`config.mk`:
```
export PLATFORM = sky130hd
export DESIGN_NAME = muxport_ctrl
export DESIGN_NICKNAME = d
export VERILOG_FILES = /design/src/rtl/muxport_pkg.sv /design/src/rtl/muxport_regs.sv /design/src/rtl/muxport_strobe.sv /design/src/rtl/muxport_padmux.sv /design/src/rtl/muxport_busrd.sv /design/src/rtl/muxport_ctrl.sv
export SDC_FILE = /design/constraint.sdc
export NUM_CORES = 1
export LEC_CHECK = 0
export CORE_MARGIN = 3
export CORE_UTILIZATION = 33
export CTS_CLUSTER_SIZE = 8
export DETAILED_ROUTE_END_ITERATION = 7
export GPL_ROUTABILITY_DRIVEN = 0
export SETUP_SLACK_MARGIN = 0.2
export SKIP_CTS_REPAIR_TIMING = 1
export SYNTH_ARGS = -nofsm -noshare
export SYNTH_HDL_FRONTEND = slang
export SYNTH_SLANG_ARGS = --single-unit
```
`constraint.sdc`:
```
create_clock -name clk -period 2.8 [get_ports clk]
set_clock_uncertainty 0.2 [all_clocks]
set_input_delay 0.42 -clock clk [delete_from_list [all_inputs] [get_ports clk]]
set_output_delay 0.42 -clock clk [all_outputs]
set_load 0.05 [all_outputs]
```
`src/rtl/muxport_pkg.sv`:
```
package muxport_pkg;
  typedef enum logic [1:0] {
    SEL_PINS  = 2'd0,
    SEL_DIR   = 2'd1,
    SEL_CTRL  = 2'd2,
    SEL_LATCH = 2'd3
  } sel_e;

  localparam int CTRL_OD_BIT  = 0;
  localparam int CTRL_POL_BIT = 1;
  localparam int CTRL_BITS    = 2;
endpackage

```
`src/rtl/muxport_regs.sv`:
```
module muxport_regs
  import muxport_pkg::*;
#(
  parameter int W = 8
) (
  input  logic         clk,
  input  logic         rst_ni,
  input  logic         wr_en,
  input  logic [1:0]   wr_sel,
  input  logic [W-1:0] wr_data,
  output logic [W-1:0] out_q,
  output logic [W-1:0] dir_q,
  output logic         od_q,
  output logic         pol_q
);
  logic [W-1:0] out_d, dir_d;
  logic         od_d, pol_d;

  always_comb begin
    out_d = out_q;
    dir_d = dir_q;
    od_d  = od_q;
    pol_d = pol_q;
    if (wr_en) begin
      unique case (sel_e'(wr_sel))
        SEL_PINS:  out_d = wr_data;
        SEL_DIR:   dir_d = wr_data;
        SEL_CTRL: begin
          od_d  = wr_data[CTRL_OD_BIT];
          pol_d = wr_data[CTRL_POL_BIT];
        end
        default: ;
      endcase
    end
  end

  always_ff @(posedge clk or negedge rst_ni) begin
    if (!rst_ni) begin
      out_q <= '0;
      dir_q <= '0;
      od_q  <= 1'b0;
      pol_q <= 1'b0;
    end else begin
      out_q <= out_d;
      dir_q <= dir_d;
      od_q  <= od_d;
      pol_q <= pol_d;
    end
  end


  dir_write_only_chk: assert property (@(posedge clk) disable iff (!rst_ni)
    !$stable(dir_q) |-> $past(wr_en && wr_sel == 2'd1));
endmodule

```
`src/rtl/muxport_strobe.sv`:
```
module muxport_strobe #(
  parameter int W     = 8,
  parameter int SYNC_N = 2
) (
  input  logic         clk,
  input  logic         rst_ni,
  input  logic         strobe_i,
  input  logic         pol_i,
  input  logic [W-1:0] pins_i,
  output logic [W-1:0] latch_q
);
  localparam int HN = SYNC_N + 1;

  logic [HN-1:0] hist_q, hist_d;
  logic          rise, fall, hit;
  logic [W-1:0]  latch_d;

  always_comb begin
    hist_d  = {hist_q[HN-2:0], strobe_i};
    rise    = hist_q[HN-2] & ~hist_q[HN-1];
    fall    = ~hist_q[HN-2] & hist_q[HN-1];
    hit     = pol_i ? rise : fall;
    latch_d = hit ? pins_i : latch_q;
  end

  always_ff @(posedge clk or negedge rst_ni) begin
    if (!rst_ni) begin
      hist_q  <= '0;
      latch_q <= '0;
    end else begin
      hist_q  <= hist_d;
      latch_q <= latch_d;
    end
  end


  latch_on_edge_chk: assert property (@(posedge clk) disable iff (!rst_ni)
    !$stable(latch_q) |-> $past(hist_q[HN-2] != hist_q[HN-1]));
endmodule

```
`src/rtl/muxport_padmux.sv`:
```
module muxport_padmux #(
  parameter int W = 8
) (
  input  logic         clk,
  input  logic         rst_ni,
  input  logic         mode_exp,
  input  logic         bus_e,
  input  logic         bus_rw,
  input  logic [W-1:0] addr_lo,
  input  logic [W-1:0] wdata,
  input  logic [W-1:0] out_q,
  input  logic [W-1:0] dir_q,
  input  logic         od_q,
  output logic [W-1:0] pad_out,
  output logic [W-1:0] pad_oe
);
  logic [W-1:0] gpio_oe;

  // Open-drain: a 1 bit keeps the pin released.
  always_comb begin
    gpio_oe = dir_q & ~({W{od_q}} & out_q);
    if (!mode_exp) begin
      pad_out = out_q;
      pad_oe  = gpio_oe;
    end else if (!bus_e) begin
      pad_out = addr_lo;
      pad_oe  = '1;
    end else if (bus_rw) begin
      pad_out = wdata;
      pad_oe  = '0;
    end else begin
      pad_out = wdata;
      pad_oe  = '1;
    end
  end


  od_release_chk: assert property (@(posedge clk) disable iff (!rst_ni)
    (!mode_exp && od_q) |-> ((pad_oe & out_q) == '0));

  bus_read_hiz_chk: assert property (@(posedge clk) disable iff (!rst_ni)
    (mode_exp && bus_e && bus_rw) |-> (pad_oe == '0));

  addr_phase_drive_chk: assert property (@(posedge clk) disable iff (!rst_ni)
    (mode_exp && !bus_e) |-> (pad_oe == '1 && pad_out == addr_lo));
endmodule

```
`src/rtl/muxport_busrd.sv`:
```
module muxport_busrd #(
  parameter int W = 8
) (
  input  logic         clk,
  input  logic         rst_ni,
  input  logic         mode_exp,
  input  logic         bus_e,
  input  logic         bus_rw,
  input  logic [W-1:0] pins_i,
  output logic [W-1:0] rdata_q
);
  logic         e_q, rw_q;
  logic [W-1:0] hold_q;
  logic         hold_en, fall_en;
  logic [W-1:0] hold_d, rdata_d;

  always_comb begin
    hold_en = mode_exp & bus_e & bus_rw;
    fall_en = mode_exp & e_q & ~bus_e & rw_q;
    hold_d  = hold_en ? pins_i : hold_q;
    rdata_d = fall_en ? hold_q : rdata_q;
  end

  always_ff @(posedge clk or negedge rst_ni) begin
    if (!rst_ni) begin
      e_q     <= 1'b0;
      rw_q    <= 1'b0;
      hold_q  <= '0;
      rdata_q <= '0;
    end else begin
      e_q     <= bus_e;
      rw_q    <= bus_rw;
      hold_q  <= hold_d;
      rdata_q <= rdata_d;
    end
  end


  rdata_after_fall_chk: assert property (@(posedge clk) disable iff (!rst_ni)
    !$stable(rdata_q) |-> $past(mode_exp && !bus_e && e_q));
endmodule

```
`src/rtl/muxport_ctrl.sv`:
```
module muxport_ctrl
  import muxport_pkg::*;
#(
  parameter int W = 8
) (
  input  logic         clk,
  input  logic         rst_n,
  input  logic [1:0]   reg_sel,
  input  logic         reg_wr,
  input  logic [W-1:0] reg_wdata,
  output logic [W-1:0] reg_rdata,
  input  logic         mode_exp,
  input  logic         bus_e,
  input  logic         bus_rw,
  input  logic [W-1:0] bus_addr_lo,
  input  logic [W-1:0] bus_wdata,
  output logic [W-1:0] bus_rdata,
  input  logic         strobe_a,
  input  logic [W-1:0] pad_in,
  output logic [W-1:0] pad_out,
  output logic [W-1:0] pad_oe
);
  logic [1:0]   rst_sync_q;
  logic         rst_ni;
  logic [W-1:0] out_q, dir_q, latch_q;
  logic         od_q, pol_q;

  always_ff @(posedge clk or negedge rst_n) begin
    if (!rst_n) rst_sync_q <= 2'b00;
    else        rst_sync_q <= {rst_sync_q[0], 1'b1};
  end
  assign rst_ni = rst_sync_q[1];

  muxport_regs #(.W(W)) u_regs (
    .clk(clk), .rst_ni(rst_ni), .wr_en(reg_wr), .wr_sel(reg_sel),
    .wr_data(reg_wdata), .out_q(out_q), .dir_q(dir_q), .od_q(od_q), .pol_q(pol_q)
  );

  muxport_strobe #(.W(W), .SYNC_N(2)) u_strobe (
    .clk(clk), .rst_ni(rst_ni), .strobe_i(strobe_a), .pol_i(pol_q),
    .pins_i(pad_in), .latch_q(latch_q)
  );

  muxport_padmux #(.W(W)) u_padmux (
    .clk(clk), .rst_ni(rst_ni), .mode_exp(mode_exp), .bus_e(bus_e), .bus_rw(bus_rw),
    .addr_lo(bus_addr_lo), .wdata(bus_wdata), .out_q(out_q), .dir_q(dir_q),
    .od_q(od_q), .pad_out(pad_out), .pad_oe(pad_oe)
  );

  muxport_busrd #(.W(W)) u_busrd (
    .clk(clk), .rst_ni(rst_ni), .mode_exp(mode_exp), .bus_e(bus_e), .bus_rw(bus_rw),
    .pins_i(pad_in), .rdata_q(bus_rdata)
  );

  always_comb begin
    reg_rdata = '0;
    unique case (sel_e'(reg_sel))
      SEL_PINS:  reg_rdata = pad_in;
      SEL_DIR:   reg_rdata = dir_q;
      SEL_CTRL: begin
        reg_rdata[CTRL_OD_BIT]  = od_q;
        reg_rdata[CTRL_POL_BIT] = pol_q;
      end
      SEL_LATCH: reg_rdata = latch_q;
      default: ;
    endcase
  end


  reset_inputs_chk: assert property (@(posedge clk)
    !rst_ni |-> (dir_q == '0 && latch_q == '0 && !od_q));
endmodule

```
==> Word level (Yosys, flattened, before mapping) <==
Index checks and enable logic that the tools add are counted.
{ "op_classes": {"n_eq_ne": 3, "mux": 8, "bitwise_logic": 13, "n_reduce_logical": 4} }
{ "ops": {"columns": ["cell", "count"], "rows": [
  ["8-bit 2-to-1 mux", 5],
  ["6-bit case mux with 3 select lines", 1],
  ["8-bit bitwise AND", 2],
  ["8-bit NOT", 1],
  ["2-bit case mux with 4 select lines", 1],
  ["1-bit bitwise AND", 7],
  ["2-bit AND reduction", 3],
  ["2-bit == test (second input constant)", 2],
  ["1-bit NOT", 3],
  ["2-bit by 1-bit == test with 1-bit output (second input constant)", 1],
  ["2-bit logical NOT", 1],
  ["1-bit 2-to-1 mux", 1]
]} }
{ "word_totals": {"register_bits": 49, "input_bits": 41, "out_inout_bits": 32, "wordCells": 39} }

==> Logic depth before layout (Yosys ltp) <==
{ "logic_depth": {"word_depth": 4, "mapped_depth": 4, "ltp_nobuf": 3} }

==> Hierarchy <==
A second synthesis with hierarchy kept.
{ "hier_totals": {"hier_cells": 218, "area_unflattened_um2": 2621.3} }
{ "modules_own_cells": {"columns": ["mod", "n_inst", "cells_per_inst", "area_per_inst_um2", "seq_area_each_um2"], "rows": [
  ["muxport_strobe", 1, 76, 718.2, 275.3],
  ["muxport_regs", 1, 39, 690.7, 450.4],
  ["muxport_busrd", 1, 36, 664.4, 450.4],
  ["muxport_padmux", 1, 46, 307.8, 0.0],
  ["muxport_ctrl", 1, 21, 240.2, 50.0]
]} }

==> Least setup slack after synthesis <==
No wires, ideal clock.
{ "synth_timing": {"path_kind": "input port to output port", "from": "input mode_exp", "to": "output pad_out[5]", "arrival_ps": 1695, "path_slack_ps": 485, "cell_stages": 4, "cell_sequence": "buf_2 buf_1 nor2_1 a21oi_1"} }
{ "synth_via": {"elab_chain_len": 1} }
{ "synth_rtl": {"columns": ["item", "line_no", "source"], "rows": [
  ["start, declared", "muxport_ctrl.sv:12", "input logic mode_exp,"],
  ["8-bit 2-to-1 mux", "muxport_padmux.sv:22", "if (!mode_exp) begin"],
  ["end, declared", "muxport_ctrl.sv:20", "output logic [W-1:0] pad_out,"]
]} }
Every way passes these cells.

==> Final worst setup path <==
{ "layout_timing": {"from": "input reg_sel[0]", "to": "output reg_rdata[0]"} }
{ "layout_via": {"elab_chain_len": 2} }
{ "layout_rtl": {"columns": ["item", "line_no", "source"], "rows": [
  ["start, declared", "muxport_ctrl.sv:8", "input logic [1:0] reg_sel,"],
  ["2-bit == test, or another cell as far along", "muxport_ctrl.sv:57", "unique case (sel_e'(reg_sel))"],
  ["2-bit case mux with 4 select lines (*)", "muxport_ctrl.sv:57", null],
  ["end, declared", "muxport_ctrl.sv:11", "output logic [W-1:0] reg_rdata,"]
]} }
Every way passes the cells marked *; elsewhere a longest branch is shown, timed or not.

==> flow_metrics.tcl <==
set metrics [dict create \
    status "complete, no violations" \
    synth_area_leaders "dfrtp_1 53%, mux2_2 19%, mux2_4 5.1%, mux2i_1 3.4%, nand2_1 2.9%" \
    slowest_stage "clkdlybuf4s50_1" \
    drc 0 \
    dp_slack_ns 0.1460 \
    ctsLongestPathBuffers 2 \
    num_antenna_cells 0 \
    cts_tree "yes" \
    yosysTopAreaCell "dfrtp_1" \
    synth_nets 219 \
    worstMarginPinSlew_ns 1.008 \
    vias_per_cell 4.724 \
    yosysSeqAreaShare_pct 52.52 \
    synth_flop_cell "dfrtp_1" \
    synth-edff-count 0 \
    fp.dieW_microns 90.11 \
    place_hpwl_mm 4.077 \
    peakVddDrop_mv 0.3443 \
    drive_gt1_share_pct 36.72 \
    leakage_nw 1.528 \
    crit_family "buffers and inverters" \
    cts_buffers 5 \
    finalMaxSlewViolations 0 \
    clk_latency_ns 0.30 \
    reg2reg_slack_ns 1.26 \
    tns_ns 0 \
    synth_commonest_cells "49 x dfrtp_1, 40 x mux2_2, 18 x nand2_1" \
    nets 296 \
    first_iter_violations 14 \
    routed_wl_mm 5.261 \
    hold_viol 0 \
    syn_to_final_growth_pct 50.75 \
    clock_sinks 49 \
    max-slew-margin-rel_pct 32.81 \
    required_ns 2.18 \
    placed_cell_area_sq_mm 0.003381 \
    grt_overflow_total 0 \
    ys_warn_count 0 \
    post_drt_wl_per_cell_microns 14.95 \
    path_buf_inv 2 \
    grt_pass1_vias 1785 \
    critPathKind "primary input to output pin" \
    critPathMaxFanout 7 \
    antenna_found_initial 0 \
    avgSynthCellArea_sq_um 13.12 \
    rsz0062_at_grt "false" \
    hold_path.class "primary input to asynchronous set/reset pin" \
    rows 30 \
    grt_max_degree 48 \
    critPathArrivalTime_ns 1.88 \
    setup_viol 0 \
    die_h_microns 90.11 \
    fp.coreArea_sq_mm 0.006832 \
    critPathLaunchType "primary input" \
    yosysUniqueCellTypes 24 \
    firstDrtPassIters 3 \
    synth.most_common_cell "dfrtp_1" \
    crit_path_end_kind "output pin" \
    ios 73 \
    cts_root_buf "clkbuf_8" \
    start_util_pct 34.18 \
    yosysTopAreaCellShare_pct 52.52 \
    grt_use_total_pct 13.64 \
    crit_chain "clkdlybuf4s50_1 -> mux4_2 -> buf_4" \
    antenna_left 0 \
    pwr_density_cell_mw_per_mm2 727.4 \
    die_area_sq_mm 0.008120 \
    maxCapViolCount 0 \
    grt_pass1_wl_mm 8.859 \
    cts.clk_slew.worst_paths_ns 0.09 \
    ys_ff_latch 49 \
    min_period_ns 2.501 \
    syn_area_sq_mm 0.002335 \
    netlist_instances 178 \
    async_reset_ff_share_pct 100.0 \
    slowest_delay_ns 0.68 \
    final_area_sq_mm 0.003520 \
    route.vias.total 1663 \
    port-buffer-count 72 \
    max_freq_mhz 399.9 \
    fin_ws_ns 0.2991 \
    htreeDepth 2 \
    layout_worst_path_cycle_share_pct 89.32 \
]
==> sequential cells by signal, summed over array words and instances, names as in the netlist <==
register	flops
u_busrd.hold_q	8
u_strobe.hist_q	3
u_regs.pol_q	1
u_regs.dir_q	8
u_regs.out_q	8
u_busrd.e_q	1
u_busrd.rw_q	1
u_strobe.latch_q	8
rst_sync_q	2
u_busrd.rdata_q	8
u_regs.od_q	1
==> through the flow <==
stage	std cells	util [%]	hold slack, ns	total power [mW]
final	352	51.52	0.07104	2.560
after global routing	352	51.52	0.04947	2.681
after CTS	352	51.45	0.05688	2.596
after detailed placement	344	49.49	0.1426	2.002
after global placement	344	49.49	0.1327	1.990
after floorplan	178	-	-0.07559	1.571
==> cell type report <==
| type | instances | area (sq um) |
|---|---|---|
| fill | 631 | 3312 |
| tap | 96 | 120.1 |
| sequential | 49 | 1227 |
| timing repair buffer | 77 | 963.4 |
| clock buffer | 5 | 68.82 |
| clock inverter | 3 | 65.06 |
| multi-input combinational | 122 | 1075 |
==> placed cells by master (no fill, tap or decap) <==
cell type and instances:
mux2_4 8, o21ai_0 2, clkdlybuf4s50_1 47, dfrtp_1 48, nand3b_2 1, mux4_2 2, dfrtp_2 1, nand2_1 18
conb_1 1, mux2i_1 8, dlymetal6s2s_1 1, nor2_1 9, clkinv_2 1, nor3b_4 1, clkbuf_8 5, nor2b_1 3
buf_4 8, a22o_1 6, nand3b_1 9, a21oi_1 8, nor3b_1 1, buf_12 21, mux2_2 40, o311a_2 1
bufinv_16 2, nor2_2 1, nand3_2 1, nand4b_2 1, nor3_1 1
==> where the power goes <==
group	internal [mW]	switching (mW)
Clock	0.355	0.229
Combinational	0.493	0.514
Sequential	0.856	0.114
==> logic make-up after synthesis <==
logic type	Yosys count	share of synthesized area [%]
multiplexers	58	29.80
flip-flops	49	52.52
AND/OR/NAND/NOR	46	11.09
AO/OA/AOI/OAI	17	4.877
buffers and inverters	7	1.554
other	1	0.1606
==> per-layer routing <==
layer	GRT usage (%)	up-vias	wire, microns
met2	22.71	32	2665
met3	3.096	4	194
met4	4.592	0	45
li1	-	792	-
met1	17.51	835	2356
met5	0	-	0
==> worst paths after layout <==
path | startpoint | endpoint | cells past startpoint
worst max-delay path | reg_sel[0] | reg_rdata[0] | 3
worst min-delay path | rst_n | rst_sync_q[1] | 1
worst max register to register | u_strobe.hist_q[2] | u_strobe.latch_q[2] | 3
worst min register to register | u_strobe.hist_q[0] | u_strobe.hist_q[1] | 0
max in group asynchronous | rst_sync_q[1] | u_regs.out_q[2] | 0
min in group clk | u_strobe.hist_q[0] | u_strobe.hist_q[1] | 0
(Power assumes the default switching activity.)
